### config.mk
export PLATFORM = sky130hd
export DESIGN_NAME = amDitherStage
export DESIGN_NICKNAME = d
export VERILOG_FILES = /design/src/rtl/amDitherPkg.sv /design/src/rtl/amDitherCtrl.sv /design/src/rtl/amDitherPath.sv /design/src/rtl/amDitherStage.sv
export SDC_FILE = /design/constraint.sdc
export NUM_CORES = 1
export LEC_CHECK = 0
export BUFFER_PORTS_ARGS = -buffer_cell sky130_fd_sc_hd__buf_2
export CAP_MARGIN = 10
export CORE_MARGIN = 2
export CORE_UTILIZATION = 50
export CTS_BUF_LIST = sky130_fd_sc_hd__clkbuf_8
export DETAILED_ROUTE_END_ITERATION = 16
export PLACE_DENSITY = 0.64
export SETUP_SLACK_MARGIN = 0.02
export SYNTH_ARGS = -nofsm -noshare
export SYNTH_HDL_FRONTEND = slang
export SYNTH_SLANG_ARGS = --single-unit
### constraint.sdc
create_clock -name clk -period 20.1 [get_ports clk]
set_input_delay 1.005 -clock clk [delete_from_list [all_inputs] [get_ports clk]]
set_output_delay 1.005 -clock clk [all_outputs]
set_load 0.01 [all_outputs]
### src/rtl/amDitherPkg.sv
package amDitherPkg;
  typedef struct packed {
    logic loadScale;
    logic loadOut;
    logic addDither;
  } stageStrobes_t;
endpackage

### src/rtl/amDitherCtrl.sv
module amDitherCtrl
  import amDitherPkg::*;
#(
  parameter int GAIN_W = 16,
  parameter int DW = 4,
  parameter int LFSR_W = 23,
  parameter int LFSR_TAP = 18,
  parameter logic [LFSR_W-1:0] SEED = 23'h4D2A1F,
  parameter logic [GAIN_W-1:0] GAIN_RESET = 16'h8000
) (
  input  logic clk,
  input  logic rstN,
  input  logic inValid,
  input  logic ditherEn,
  input  logic gainWe,
  input  logic [GAIN_W-1:0] gainData,
  output stageStrobes_t strobes,
  output logic [GAIN_W-1:0] gainReg,
  output logic signed [DW-1:0] ditherVal,
  output logic [LFSR_W-1:0] lfsrState,
  output logic outValid
);
  logic valid1;
  logic dither1;
  logic [LFSR_W-1:0] lfsrNext;

  assign lfsrNext = {lfsrState[LFSR_W-2:0],
                     lfsrState[LFSR_W-1] ^ lfsrState[LFSR_TAP-1]};

  always_ff @(posedge clk) begin
    if (!rstN) begin
      valid1    <= 1'b0;
      dither1   <= 1'b0;
      outValid  <= 1'b0;
      gainReg   <= GAIN_RESET;
      lfsrState <= SEED;
    end else begin
      valid1   <= inValid;
      dither1  <= inValid & ditherEn;
      outValid <= valid1;
      if (gainWe) gainReg <= gainData;
      if (valid1) lfsrState <= lfsrNext;
    end
  end

  always_comb begin
    strobes.loadScale = inValid;
    strobes.loadOut   = valid1;
    strobes.addDither = dither1;
  end

  assign ditherVal = lfsrState[LFSR_W-1 -: DW];
endmodule

### src/rtl/amDitherPath.sv
module amDitherPath
  import amDitherPkg::*;
#(
  parameter int IN_W = 16,
  parameter int GAIN_W = 16,
  parameter int OUT_W = 12,
  parameter bit OFFSET_BINARY = 1'b0
) (
  input  logic clk,
  input  logic rstN,
  input  stageStrobes_t strobes,
  input  logic signed [IN_W-1:0] inData,
  input  logic [GAIN_W-1:0] gainReg,
  input  logic signed [IN_W-OUT_W-1:0] ditherVal,
  output logic [OUT_W-1:0] outData
);
  localparam int DW = IN_W - OUT_W;
  localparam int PW = IN_W + GAIN_W + 1;
  localparam int SW = IN_W + 2;
  localparam logic signed [PW-1:0] ROUND1 = PW'(2 ** (GAIN_W - 2));
  localparam logic signed [PW-1:0] MAX1 = PW'(2 ** (IN_W - 1) - 1);
  localparam logic signed [PW-1:0] MIN1 = -PW'(2 ** (IN_W - 1));
  localparam logic signed [SW-1:0] HALF2 = SW'(2 ** (DW - 1));
  localparam logic signed [SW-1:0] MAX2 = SW'(2 ** (OUT_W - 1) - 1);
  localparam logic signed [SW-1:0] MIN2 = -SW'(2 ** (OUT_W - 1));

  logic signed [PW-1:0] dataExt, gainExt, product, rounded;
  logic signed [IN_W-1:0] scaledNext, scaled;
  logic signed [DW-1:0] ditherUsed;
  logic signed [SW-1:0] sum2, quot2;
  logic [OUT_W-1:0] twosWord, outWord;

  // stage 1: gain multiply, round to table width, clamp
  always_comb begin
    dataExt = {{(PW-IN_W){inData[IN_W-1]}}, inData};
    gainExt = {{(PW-GAIN_W){1'b0}}, gainReg};
    product = dataExt * gainExt;
    rounded = (product + ROUND1) >>> (GAIN_W - 1);
    if (rounded > MAX1)      scaledNext = MAX1[IN_W-1:0];
    else if (rounded < MIN1) scaledNext = MIN1[IN_W-1:0];
    else                     scaledNext = rounded[IN_W-1:0];
  end

  // stage 2: dither, reduce to output width, clamp
  always_comb begin
    ditherUsed = strobes.addDither ? ditherVal : '0;
    sum2 = {{(SW-IN_W){scaled[IN_W-1]}}, scaled}
         + {{(SW-DW){ditherUsed[DW-1]}}, ditherUsed} + HALF2;
    quot2 = sum2 >>> DW;
    if (quot2 > MAX2)      twosWord = MAX2[OUT_W-1:0];
    else if (quot2 < MIN2) twosWord = MIN2[OUT_W-1:0];
    else                   twosWord = quot2[OUT_W-1:0];
  end

  generate
    if (OFFSET_BINARY) begin : g_offsetBin
      assign outWord = {~twosWord[OUT_W-1], twosWord[OUT_W-2:0]};
    end else begin : g_twosComp
      assign outWord = twosWord;
    end
  endgenerate

  always_ff @(posedge clk) begin
    if (!rstN) begin
      scaled  <= '0;
      outData <= '0;
    end else begin
      if (strobes.loadScale) scaled <= scaledNext;
      if (strobes.loadOut)   outData <= outWord;
    end
  end
endmodule

### src/rtl/amDitherStage.sv
module amDitherStage
  import amDitherPkg::*;
#(
  parameter int IN_W = 16,
  parameter int GAIN_W = 16,
  parameter int OUT_W = 12,
  parameter int LFSR_W = 23,
  parameter int LFSR_TAP = 18,
  parameter logic [LFSR_W-1:0] SEED = 23'h4D2A1F,
  parameter bit OFFSET_BINARY = 1'b0
) (
  input  logic clk,
  input  logic rstN,
  input  logic inValid,
  input  logic [IN_W-1:0] inData,
  input  logic gainWe,
  input  logic [GAIN_W-1:0] gainData,
  input  logic ditherEn,
  output logic outValid,
  output logic [OUT_W-1:0] outData
);
  localparam int DW = IN_W - OUT_W;
  localparam logic [GAIN_W-1:0] UNITY = GAIN_W'(2 ** (GAIN_W - 1));

  stageStrobes_t strobes;
  logic [GAIN_W-1:0] gainReg;
  logic signed [DW-1:0] ditherVal;
  logic [LFSR_W-1:0] lfsrState;

  amDitherCtrl #(
    .GAIN_W(GAIN_W), .DW(DW), .LFSR_W(LFSR_W), .LFSR_TAP(LFSR_TAP),
    .SEED(SEED), .GAIN_RESET(UNITY)
  ) u_ctrl (
    .clk(clk), .rstN(rstN), .inValid(inValid), .ditherEn(ditherEn),
    .gainWe(gainWe), .gainData(gainData), .strobes(strobes),
    .gainReg(gainReg), .ditherVal(ditherVal), .lfsrState(lfsrState),
    .outValid(outValid)
  );

  amDitherPath #(
    .IN_W(IN_W), .GAIN_W(GAIN_W), .OUT_W(OUT_W), .OFFSET_BINARY(OFFSET_BINARY)
  ) u_path (
    .clk(clk), .rstN(rstN), .strobes(strobes), .inData(inData),
    .gainReg(gainReg), .ditherVal(ditherVal), .outData(outData)
  );
endmodule

# [Word level (Yosys, flattened, before mapping)]
# Index checks and enable logic that the tools add are counted.
# W data, S select, Z words.
[totals] out_inout_bits=13 wordCells=22 regBits=70
[classes] n_mux=5 multipliers=1 n_lt_le_gt_ge=4 n_bitwise=2 add_sub_neg=3
[ops] op="$add A33 B16 Y33 const B" n=1
[ops] op="$mul A16 B17 Y33" n=1
[ops] op="$mux W16" n=2
[ops] op="$mux W12" n=2
[ops] op="$add A18 B4 Y18 const B" n=1
[ops] op="$gt A18 B16 Y1 const B" n=1
[ops] op="$lt A18 B16 Y1 const B" n=1
[ops] op="$add A16 B4 Y17" n=1
[ops] op="$gt A14 B12 Y1 const B" n=1
[ops] op="$lt A14 B12 Y1 const B" n=1
[ops] op="$mux W4" n=1
[ops] op="$and A1 B1 Y1" n=1
[ops] op="$xor A1 B1 Y1" n=1

# [Longest topological paths before layout]
[logic_depth] word_depth=6 depth_mapped=24

# [Hierarchy]
# A second synthesis with hierarchy kept.
[hier_totals] hier_cells=1413 hier_area_um2=12463.2
[by_module_without_submodules] module="amDitherPath" cells_each=1251 instances=1 area_per_inst_um2=10680.2
[by_module_without_submodules] module="amDitherCtrl" cells_each=162 instances=1 area_per_inst_um2=1783.0

# [Worst setup path before layout]
# OpenSTA, ideal clock, no wires.
[synth_timing] path_type="input port to flip-flop" start="in inData[12]" end="reg u_path.scaled[10]" path_stages=21 slack_ns=12.892 t_required_ns=19.978 setup_time_ns=0.122 arrival_time_ns=7.086 path_cell_list="clkbuf_1 -> nand2_1 -> fa_1 -> inv_1 -> fa_1 -> fa_1 -> fa_1 -> fa_1 -> inv_1 -> fa_1 -> inv_1 -> ha_1 -> a2111oi_0 -> a31o_2 -> o21ai_1 -> nor2_1 -> nor3_1 -> or4_1 -> a31oi_1 -> buf_2 -> a21oi_1"
[synth_via] elab_chain_len=5 word_cells_on_any_way=6
[synth_lines] element="start: declaration" line_no="amDitherStage.sv:15" rtl="input logic [IN_W-1:0] inData,"
[synth_lines] element="$mul A16 B17 Y33 (*)" line_no="amDitherPath.sv:37" rtl="product = dataExt * gainExt;"
[synth_lines] element="$add A33 B16 Y33 (*)" line_no="amDitherPath.sv:38" rtl="rounded = (product + ROUND1) >>> (GAIN_W - 1);"
[synth_lines] element="$lt A18 B16 Y1" line_no="amDitherPath.sv:40" rtl="else if (rounded < MIN1) scaledNext = MIN1[IN_W-1:0];"
[synth_lines] element="$mux W16" line_no="amDitherPath.sv:40"
[synth_lines] element="$mux W16 (*)" line_no="amDitherPath.sv:39" rtl="if (rounded > MAX1) scaledNext = MAX1[IN_W-1:0];"
[synth_lines] element="end signal: assignment" line_no="amDitherPath.sv:68" rtl="if (strobes.loadScale) scaled <= scaledNext;"
[synth_lines] element="end: declaration" line_no="amDitherPath.sv:28" rtl="logic signed [IN_W-1:0] scaledNext, scaled;"
# Mark *: on every way between the ends. The rest lies on a longest branch, timed or not.
# A chain may end at the register's enable or synchronous reset.

# [Final worst setup path]
[layout_timing] start="in inData[6]" end="reg u_path.scaled[13]"
# The elaborated chain is that of the path after synthesis.

==> impl_metrics.toml <==
[timing]
relSlewSlack_pct = 33.1
skew_ns = 0.00810
tns_ns = 0
rsz0062_at_grt = "false"
fin_crit_sh_pct = 38.3
min_period_ns = 7.70
setup_slack_ns = 12.40
final_max_slew_viol_count = 0
worst_slew_pin_slew_ns = 0.991
hold_viol_final = 0
fmax_ghz = 0.130
setup_violations = 0

[power_and_ir_drop]
total_leakage_power_uw = 0.00641
vdd_drop_max_v = 0.0000614
powerDensity_nw_per_um2 = 93.9

[finish]
drive_gt1_share_pct = 6.43
fin_area_sq_um = 12900
antenna_cells = 0
layout.nets = 1774
final_cell_mix = "inv_1, fa_1, nand2_1"
syn_to_final_growth_pct = 5.62
layout_commonest_cell = "inv_1"

[global_route]
top_usage_layer = "met2"
use_met1_pct = 31.4
grt.met2_usage_pct = 40.7
antenna_found_initial = 0
grt.total_usage_pct = 23.5
grt_pass1_vias = 9820
grt_pass1_wl_microns = 48900
grt_overflow = 0
grt_max_degree = 44
grtUsageMet3_pct = 2.70

[hold_path]
min_path_type = "flop to flop"

[critical_path]
arrival_ns = 7.95
setup.worst_path.class = "primary input to flop"
critPathLaunchType = "primary input"
r2r_slack_ns = 12.43
cp-end-kind = "flop"
cp_data_required_time_ns = 20.35
path_max_fanout = 16

[logic_synthesis]
netlist_instances = 1400
yosys_warnings = 0
synth_ff_type = "dfxtp_1"
synth_edf_count = 0
syn_nets = 1764
yosysSeqAreaShare_pct = 11.5
syn_area_sq_um = 12200
synth.ff_latch_count = 70
syn_area_per_cell_sq_um = 8.70
async_reset_ff_share_pct = 0
synth_cell_types = 67

[detailed_routing]
detailedRoute.firstIterationViolations = 402
routed_wl_microns = 28200
drt_pass1_iterations = 5
drc = 0
final_antenna_net_count = 0
vias = 9296
vias_per_cell = 5.35
wl_per_cell_microns = 16.2

[clock_tree]
cts_num_sinks = 70
cts_made_buffers = 9
htreeDepth = 3
cts.clk_slew.worst_paths_ns = 0.08
clk_latency_ns = 0.36
holdBufCountCts = 0
cts_buffer_depth = 2
cts_setup_buffers = 0
root_buffer = "clkbuf_8"
cts_resized = 0
cts_tree = "yes"

[floorplanning]
num_rows = 57
ioPinCount = 50
die_h_microns = 160
core-area_sq_um = 24100
die_w_microns = 160
initial_core_util_pct = 50.5
dieArea_sq_um = 25600

[place]
pre_cts_slack_ns = 11.85
gp_congestion = 0.848
port_buffers = 49
dp_hpwl_microns = 22600
place_area_sq_um = 12700

[outcome]
status = "completed"

[run]
cap_violations = 0
## worst paths after layout
| check | startpoint | end | cells after the start |
|---|---|---|---|
| setup / recovery | inData[6] | u_path.scaled[13] | 23 |
| hold / removal | u_ctrl.lfsrState[3] | u_ctrl.lfsrState[4] | 2 |
| setup reg to reg | u_ctrl.gainReg[7] | u_path.scaled[13] | 22 |
| hold reg to reg | u_ctrl.lfsrState[3] | u_ctrl.lfsrState[4] | 2 |
## where the power goes
part | total (uW) | switching [uW] | internal, uW
clock network | 113 | 63.8 | 49.2
logic | 914 | 541 | 373
registers | 181 | 22.3 | 159
## layer usage
metal	vias to the layer above	share of wire [%]
li1	4450	-
met1	4634	44
met2	174	50
met3	38	3.6
met4	0	2.3
met5	-	0
## critical path, cell delays in order
cell and delay [ns]:
buf_2 0.18, and2_1 0.21, fa_1 0.54, inv_1 0.06, fa_1 0.56, fa_1 0.44
fa_1 0.50, inv_1 0.06, fa_1 0.55, inv_1 0.06, fa_1 0.53, inv_1 0.04
ha_1 0.33, a21oi_1 0.21, nand2_1 0.07, a2111oi_0 0.54, nor3_1 0.19, nor2_1 0.35
nor3_1 0.12, or4_1 0.47, a31oi_1 0.57, buf_4 0.29, a21oi_1 0.08
## registers in the layout, indices dropped and copies added, names as in the netlist
register,cells
u_ctrl.dither1,1
u_ctrl.gainReg,16
u_ctrl.lfsrState,23
u_ctrl.outValid,1
u_ctrl.valid1,1
u_path.outData,12
u_path.scaled,16
## kinds of logic after synthesis
family                   share of synthesized area [%]
buffers and inverters                             9.31
AND/OR/NAND/NOR                                   17.7
AO/OA/AOI/OAI                                     9.54
XOR/XNOR                                          2.80
flip-flops                                        11.5
adder cells (fa/ha/maj)                           45.5
multiplexers                                      3.62
## Yosys cell counts, drive strengths merged (19+ instances only)
library cell / n / area, sq um
inv: 242 / 908
fa: 194 / 3880
nand2: 168 / 631
ha: 133 / 1660
and2: 115 / 719
dfxtp: 70 / 1400
o21ai: 70 / 350
nor2: 62 / 233
a21oi: 60 / 300
clkbuf: 51 / 191
mux2i: 43 / 430
xnor2: 20 / 175
xor2: 19 / 166
## cell type report
class / count / area (sq um)
fillers: 2370 / 11200
multi-input cells: 1030 / 9650
flip-flops and latches: 70 / 1400
inverters: 242 / 908
well taps: 324 / 405
repair buffers: 57 / 305
clock buffers: 9 / 124
clock inverters: 7 / 75.1
## metrics by stage
step | power (uW) | hold WS, ns | utilization (%) | std cells
2_1_floorplan | 874 | 0.439 | - | 1400
5_1_grt | 1360 | 0.499 | 53.4 | 1739
6_report | 1210 | 0.476 | 53.4 | 1739
4_1_cts | 1220 | 0.479 | 53.4 | 1738
3_3_place_gp | 1100 | 0.451 | 52.5 | 1722
3_5_place_dp | 1100 | 0.457 | 52.5 | 1722
(Power assumes the default switching activity.)
